===== src/rtl/lpm_pkg.sv =====
package lpm_pkg;

  typedef enum logic [1:0] {
    M_STBY = 2'd0,
    M_RET  = 2'd1,
    M_SOLO = 2'd2,
    M_FULL = 2'd3
  } lpm_mode_e;

  typedef enum logic [2:0] {
    OP_SET  = 3'd0,
    OP_SETI = 3'd1,
    OP_IRQ  = 3'd2,
    OP_SYS  = 3'd3,
    OP_END  = 3'd4
  } lpm_op_e;

  localparam int NCH   = 6;
  localparam int CHW   = $clog2(NCH);
  localparam int CH_CG = 0;
  localparam int CH_VL = 1;
  localparam int CH_PW = 2;
  localparam int CH_CS = 3;
  localparam int CH_RS = 4;
  localparam int CH_RM = 5;

  localparam int MAXSTEPS = 13;
  localparam int PTRW     = $clog2(MAXSTEPS + 1);

  typedef struct packed {
    lpm_op_e          op;
    logic [CHW-1:0]   ch;
    logic             lvl;
  } lpm_step_t;

  function automatic lpm_step_t mk(lpm_op_e op, int ch, logic lvl);
    lpm_step_t s;
    s.op  = op;
    s.ch  = CHW'(ch);
    s.lvl = lvl;
    return s;
  endfunction

endpackage


===== src/rtl/lpm_step_rom.sv =====
module lpm_step_rom
  import lpm_pkg::*;
(
  input  lpm_mode_e       mode,
  input  logic [PTRW-1:0] ptr,
  output lpm_step_t       step
);

  localparam lpm_step_t FIN = '{op: OP_END, ch: '0, lvl: 1'b0};

  always_comb begin
    step = FIN;
    unique case (mode)
      M_STBY: begin
        case (ptr)
          4'd0: step = mk(OP_SET,  CH_CG, 1'b1);
          4'd1: step = mk(OP_SETI, CH_CS, 1'b1);
          4'd2: step = mk(OP_IRQ,  0,     1'b0);
          4'd3: step = mk(OP_SET,  CH_CS, 1'b0);
          4'd4: step = mk(OP_SET,  CH_CG, 1'b0);
          default: step = FIN;
        endcase
      end
      M_RET: begin
        case (ptr)
          4'd0: step = mk(OP_SET, CH_CG, 1'b1);
          4'd1: step = mk(OP_SET, CH_VL, 1'b1);
          4'd2: step = mk(OP_IRQ, 0,     1'b0);
          4'd3: step = mk(OP_SET, CH_VL, 1'b0);
          4'd4: step = mk(OP_SET, CH_CG, 1'b0);
          default: step = FIN;
        endcase
      end
      M_SOLO: begin
        case (ptr)
          4'd0: step = mk(OP_SET, CH_CG, 1'b1);
          4'd1: step = mk(OP_SET, CH_RS, 1'b1);
          4'd2: step = mk(OP_SET, CH_PW, 1'b1);
          4'd3: step = mk(OP_IRQ, 0,     1'b0);
          4'd4: step = mk(OP_SET, CH_PW, 1'b0);
          4'd5: step = mk(OP_SYS, 0,     1'b0);
          4'd6: step = mk(OP_SET, CH_CG, 1'b0);
          4'd7: step = mk(OP_SET, CH_RS, 1'b0);
          default: step = FIN;
        endcase
      end
      M_FULL: begin
        case (ptr)
          4'd0:  step = mk(OP_SET, CH_CG, 1'b1);
          4'd1:  step = mk(OP_SET, CH_RS, 1'b1);
          4'd2:  step = mk(OP_SET, CH_PW, 1'b1);
          4'd3:  step = mk(OP_SET, CH_CS, 1'b1);
          4'd4:  step = mk(OP_SET, CH_RM, 1'b1);
          4'd5:  step = mk(OP_IRQ, 0,     1'b0);
          4'd6:  step = mk(OP_SET, CH_RM, 1'b0);
          4'd7:  step = mk(OP_SET, CH_CS, 1'b0);
          4'd8:  step = mk(OP_SET, CH_PW, 1'b0);
          4'd9:  step = mk(OP_SYS, 0,     1'b0);
          4'd10: step = mk(OP_SET, CH_CG, 1'b0);
          4'd11: step = mk(OP_SET, CH_RS, 1'b0);
          default: step = FIN;
        endcase
      end
      default: step = FIN;
    endcase
  end

endmodule


===== src/rtl/lpm_mode_reg.sv =====
module lpm_mode_reg
  import lpm_pkg::*;
(
  input  logic      clk,
  input  logic      rst,
  input  logic      wr_en,
  input  lpm_mode_e wr_mode,
  input  logic      ep_done,
  output lpm_mode_e mode_q
);

  always_ff @(posedge clk) begin
    if (rst)          mode_q <= M_STBY;
    else if (ep_done) mode_q <= M_STBY;
    else if (wr_en)   mode_q <= wr_mode;
  end

endmodule


===== src/rtl/lpm_wait_timer.sv =====
module lpm_wait_timer #(
  parameter int TMO_CYC = 64
) (
  input  logic clk,
  input  logic rst,
  input  logic waiting,
  output logic err_q
);

  localparam int CW  = $clog2(TMO_CYC + 1);
  localparam logic [CW-1:0] LIM = CW'(TMO_CYC - 1);

  logic [CW-1:0] cnt_q;

  always_ff @(posedge clk) begin
    if (rst) begin
      cnt_q <= '0;
      err_q <= 1'b0;
    end else if (waiting) begin
      if (cnt_q != LIM) cnt_q <= cnt_q + CW'(1);
      if (cnt_q == LIM) err_q <= 1'b1;
    end else begin
      cnt_q <= '0;
    end
  end


  err_sticky_chk: assert property (@(posedge clk) disable iff (rst)
    err_q |=> err_q);

endmodule


===== src/rtl/lpm_core_seq.sv =====
module lpm_core_seq
  import lpm_pkg::*;
#(
  parameter int TMO_CYC = 64
) (
  input  logic           clk,
  input  logic           rst,
  input  logic           mode_wr_en,
  input  logic [1:0]     mode_wr_data,
  input  logic           wfi,
  input  logic           irq,
  input  logic           all_idle,
  input  logic           sys_ready,
  input  logic [NCH-1:0] hs_ack,
  output logic [NCH-1:0] hs_req,
  output logic           core_run,
  output logic           hs_timeout_err,
  output logic [1:0]     armed_mode
);

  typedef enum logic [1:0] {S_RUN, S_STEP, S_ABORT} seq_st_e;

  seq_st_e         state_q;
  logic [PTRW-1:0] ptr_q;
  lpm_mode_e       eff_q;
  lpm_mode_e       mode_q;
  logic            idle_q;
  logic            past_q;
  logic [NCH-1:0]  req_q;
  lpm_step_t       step;

  logic abort_go, ep_done, waiting, skip, issued, matched;

  lpm_step_rom u_rom (.mode(eff_q), .ptr(ptr_q), .step(step));

  lpm_mode_reg u_mode (
    .clk(clk), .rst(rst), .wr_en(mode_wr_en),
    .wr_mode(lpm_mode_e'(mode_wr_data)), .ep_done(ep_done), .mode_q(mode_q)
  );

  lpm_wait_timer #(.TMO_CYC(TMO_CYC)) u_tmr (
    .clk(clk), .rst(rst), .waiting(waiting), .err_q(hs_timeout_err)
  );

  always_comb begin
    skip     = (step.op == OP_SETI) && !idle_q;
    issued   = (req_q[step.ch] == step.lvl);
    matched  = (hs_ack[step.ch] == step.lvl);
    abort_go = (state_q == S_STEP) && irq && !past_q && !req_q[CH_PW] &&
               (step.op != OP_IRQ);
    ep_done  = ((state_q == S_STEP) && !abort_go && (step.op == OP_END)) ||
               ((state_q == S_ABORT) && (req_q == '0) && (hs_ack == '0));
    waiting  = 1'b0;
    if (state_q == S_STEP && !abort_go) begin
      if ((step.op == OP_SET || step.op == OP_SETI) && !skip)
        waiting = issued && !matched;
      else if (step.op == OP_SYS)
        waiting = !sys_ready;
    end else if (state_q == S_ABORT) begin
      waiting = (req_q == '0) && (hs_ack != '0);
    end
  end

  always_ff @(posedge clk) begin
    if (rst) begin
      state_q <= S_RUN;
      ptr_q   <= '0;
      eff_q   <= M_STBY;
      idle_q  <= 1'b0;
      past_q  <= 1'b0;
      req_q   <= '0;
    end else begin
      unique case (state_q)
        S_RUN: begin
          if (wfi) begin
            state_q <= S_STEP;
            ptr_q   <= '0;
            eff_q   <= (mode_q == M_FULL && !all_idle) ? M_SOLO : mode_q;
            idle_q  <= all_idle;
            past_q  <= 1'b0;
          end
        end
        S_STEP: begin
          if (abort_go) begin
            state_q <= S_ABORT;
          end else begin
            unique case (step.op)
              OP_SET, OP_SETI: begin
                if (skip)          ptr_q <= ptr_q + PTRW'(1);
                else if (!issued)  req_q[step.ch] <= step.lvl;
                else if (matched)  ptr_q <= ptr_q + PTRW'(1);
              end
              OP_IRQ: begin
                if (irq) begin
                  past_q <= 1'b1;
                  ptr_q  <= ptr_q + PTRW'(1);
                end
              end
              OP_SYS: begin
                if (sys_ready) ptr_q <= ptr_q + PTRW'(1);
              end
              default: state_q <= S_RUN;
            endcase
          end
        end
        S_ABORT: begin
          if (req_q != '0)       req_q   <= '0;
          else if (hs_ack == '0) state_q <= S_RUN;
        end
        default: state_q <= S_RUN;
      endcase
    end
  end

  assign hs_req     = req_q;
  assign core_run   = (state_q == S_RUN);
  assign armed_mode = mode_q;


  revert_chk: assert property (@(posedge clk) disable iff (rst)
    $rose(core_run) |-> armed_mode == 2'd0);


  run_clean_chk: assert property (@(posedge clk) disable iff (rst)
    core_run |-> hs_req == '0);


  pwr_guard_chk: assert property (@(posedge clk) disable iff (rst)
    hs_req[CH_PW] |-> (hs_req[CH_RS] && hs_req[CH_CG]));


  rm_guard_chk: assert property (@(posedge clk) disable iff (rst)
    hs_req[CH_RM] |-> (hs_req[CH_PW] && hs_req[CH_CS]));


  vl_guard_chk: assert property (@(posedge clk) disable iff (rst)
    hs_req[CH_VL] |-> hs_req[CH_CG]);


  first_gate_chk: assert property (@(posedge clk) disable iff (rst)
    $fell(core_run) |-> hs_req == '0);

endmodule


===== config.mk =====
export PLATFORM = sky130hd
export DESIGN_NAME = lpm_core_seq
export DESIGN_NICKNAME = d
export VERILOG_FILES = /design/src/rtl/lpm_pkg.sv /design/src/rtl/lpm_step_rom.sv /design/src/rtl/lpm_mode_reg.sv /design/src/rtl/lpm_wait_timer.sv /design/src/rtl/lpm_core_seq.sv
export SDC_FILE = /design/constraint.sdc
export NUM_CORES = 1
export LEC_CHECK = 0
export BUFFER_PORTS_ARGS = -buffer_cell sky130_fd_sc_hd__buf_2
export CORE_UTILIZATION = 50
export CTS_BUF_LIST = sky130_fd_sc_hd__clkbuf_16
export DETAILED_ROUTE_END_ITERATION = 12
export PLACE_DENSITY = 0.82
export SLEW_MARGIN = 15
export SYNTH_ARGS = -nofsm -noshare
export SYNTH_HDL_FRONTEND = slang
export SYNTH_SLANG_ARGS = --single-unit

===== constraint.sdc =====
create_clock -name clk -period 2.7 [get_ports clk]
set_input_delay 0.81 -clock clk [delete_from_list [all_inputs] [get_ports clk]]
set_output_delay 0.81 -clock clk [all_outputs]
set_load 0.02 [all_outputs]

==> summary.txt <==
Status
  – Status: finished, violations left
  – Failing checks: negative setup slack

Detailed routing
  – Drt wl/cell: 16.70 um
  – Router iterations before antenna repair: 5
  – Detail Route Antenna Nets: 0
  – Via count: 2426
  – Wirelength, routed: 6.613 mm
  – Via-to-Cell Ratio: 6.126
  – Drt first-iter violations: 156
  – Drt drc: 0

Placed design
  – Placed inst area: 0.002654 mm2
  – Hpwl dp: 4.334 mm
  – Placed Cells: 383
  – Port bufs: 24
  – Post-Place Setup Slack: -95.81 ps
  – Routability-driven placement congestion ratio: 0.9097

Floorplan
  – Initial Utilization: 52.33%
  – Chip Height: 69.51 um
  – Die area: 0.004831 mm2
  – Standard-cell rows: 24
  – Core ar.: 0.004354 mm2
  – Die width: 69.51 um
  – Top-level I/O count: 25

Finish
  – Area Overhead vs Synth: 34.05%
  – Finished Cell Area: 0.003054 mm2
  – Net count, final: 363
  – Post-Route Utilization: 70.14%
  – Ratio of cells with drive above 1 in the final layout: 36.34%
  – Final Non-Filler Cells: 396
  – Inserted Diodes: 0

STA
  – Worst setup slack after layout: -52.20 ps
  – Max_slew headroom: 60.50%
  – Final Cycle Share: 101.9%
  – Min Tclk post-route: 2752 ps
  – Setup_tns: -223.4 ps
  – Setup violators final: 7
  – Slew Limit Fails: 0
  – Final Hold Viols: 0
  – Clk_skew: 7.155 ps
  – F_max: 363.3 MHz
  – Worst-margin pin slew: 591.3 ps
  – RSZ-0062 raised after global routing: true

Yosys
  – Seq/Total Area, Yosys: 33.39%
  – Distinct cells, synth: 59
  – Yosys warning total: 0
  – Multiplexer area fraction after synthesis: 4.668%
  – Synth Instances: 286
  – Async SR Flop Fraction: 0%
  – Post-synth top cells: dfxtp_1, nand2_1, nor2_1
  – Post-synth EDFFs: 0
  – Synth Area in XOR/XNOR: 2.691%
  – Synth Register Bits: 38
  – Post-Synth Simple-Gate Area: 28.83%
  – Synth top area cells: dfxtp_1, a21oi_1, nand2_1
  – Synth Net Count: 306
  – Most frequent cell after synthesis: dfxtp_1
  – Compound-Gate Fraction of Synth Area: 23.78%
  – Post-Synth Adder-Cell Area: 2.746%
  – Ys flop type: dfxtp_1
  – Yosys top cell area share: 33.39%
  – Yosys top cell by area: dfxtp_1
  – Post-Syn Area per Cell: 7.967 um2
  – Largest family of logic cells by synthesized area: simple AND/OR/NAND/NOR gates
  – Area of the mapped netlist: 0.002278 mm2

Setup path
  – Setup crit start kind: flop
  – Max FO, Critical Path: 7
  – Origin of the critical flop-to-flop path: ptr_q[3]
  – Worst EP arrival: 2910 ps
  – Worst EP required: 2860 ps
  – Cell count of the worst reg-to-reg path: 10
  – Reg2Reg Setup Slack: -50 ps
  – Crit path capture type: flop
  – CP Class: reg -> reg

Clocking
  – Clock Sink Count: 38
  – CTS root buf: clkbuf_16
  – TritonCTS clock tree: yes
  – Clk_lat worst skew: 290 ps
  – H-tree depth: 2
  – Clk buf depth: 2
  – Clock-pin slew on the worst setup and hold paths: 60 ps
  – Num CTS Buffers: 5

Global routing
  – Total track usage: 27.01%
  – Vias in the first global route: 2358
  – First-pass GRT wire length: 10.47 mm
  – Initial antenna violation count: 0
  – Gr ovfl total: 0
  – Largest net degree at the start of global routing: 20

Min path
  – Min-delay src: u_tmr.err_q
  – Hold Crit Depth: 2
  – Min-Delay Endpoint: u_tmr.err_q
  – Worst min path class: reg -> reg

Job
  – MaxCap Viol Count: 0

Pwr
  – P_leak: 1.249 nW
  – VDD IR-drop max: 0.0003740 V
  – Cell Pwr Density: 582.8 mW/mm2
## worst max-delay path, cell delays in order (launching register included)
cell      delay (ps)
dfxtp_2          330
or3_4            410
or3_4            380
nand3_1          100
nand4_1          130
o211a_1          230
o221ai_4         320
nand2_4          160
mux2_4           370
a21oi_2          150
a31oi_1           50
## layout by cell type (no fill, tap or decap), types with 3 or more instances in the layout
cell type / synthesis / layout
buf_4: 1 / 33
o21ai_0: 17 / 11
nor3_1: 9 / 8
a21oi_1: 27 / 23
o21ai_1: 3 / 5
or3_4: 2 / 3
and3_1: 5 / 5
xnor2_1: 3 / 3
nor4_1: 3 / 3
xor2_1: 4 / 4
nor2_2: 1 / 4
a22o_1: 3 / 3
a31oi_1: 4 / 3
buf_2: 2 / 24
nor2b_1: 3 / 3
a21oi_2: 2 / 5
inv_1: 6 / 5
clkbuf_16: 0 / 5
o21ai_2: 0 / 4
nand2b_1: 5 / 3
nor2_1: 31 / 27
mux2i_1: 8 / 6
nand2_1: 31 / 30
nand4_1: 5 / 5
dfxtp_2: 0 / 4
and2_1: 3 / 3
ha_1: 5 / 3
dfxtp_1: 38 / 34
nand3_1: 12 / 11
buf_6: 2 / 4
## through the flow
stage | power, mW | hold slack [ps]
global placement | 1.027 | 458.0
floorplan | 0.8886 | 441.0
detailed placement | 1.041 | 468.8
global route | 1.846 | 493.1
CTS | 1.730 | 478.8
finish | 1.780 | 471.8
## cell type report
type | count | area (um2)
well taps | 52 | 65.06
repair buffers | 61 | 412.9
inverters | 7 | 26.28
multi-input cells | 230 | 1614
flip-flops and latches | 38 | 765.7
fillers | 320 | 1300
clock buffers | 5 | 125.1
clock inverters | 3 | 45.04
## how the worst max path moves through the flow
stage                     endpoint     start  cells after the start
after floorplan               flop  ptr_q[0]                     11
after global placement        flop  ptr_q[0]                     11
after detailed placement      flop  ptr_q[1]                     12
after CTS                     flop  ptr_q[3]                     11
after global routing          flop  ptr_q[2]                     11
final                         flop  ptr_q[3]                     10
## logic make-up (layout without fill, tap and decap cells)
logic type      Yosys count  after routing
fa+ha+maj                 5              5
buf+inv                  18             76
simple gates            126            126
xor+xnor                  7              7
compound gates           82             82
flops                    38             38
mux                      10             10
## report_power, final
group          internal, mW  switching (mW)  leakage (nW)
Sequential            0.583          0.0233         0.310
Clock                 0.435           0.238        0.0760
Combinational         0.219           0.282         0.863
## routing by layer
metal | up-vias | track usage (%) | share of wire, %
met5 | - | 0 | 0
met4 | 0 | 14.97 | 2.8
met3 | 20 | 5.669 | 5.6
met2 | 102 | 46.60 | 52
met1 | 1153 | 30.86 | 40
li1 | 1151 | - | -
## timing repair
action                                 4_1_cts  5_1_grt
pin swaps                                    6       20
setup buffers                                1        4
setup endpoints to repair                   18       28
hold buffers                                 0        0
gates resized for setup                     12       40
endpoints found under the hold margin        0        0
(Power assumes the default switching activity.)
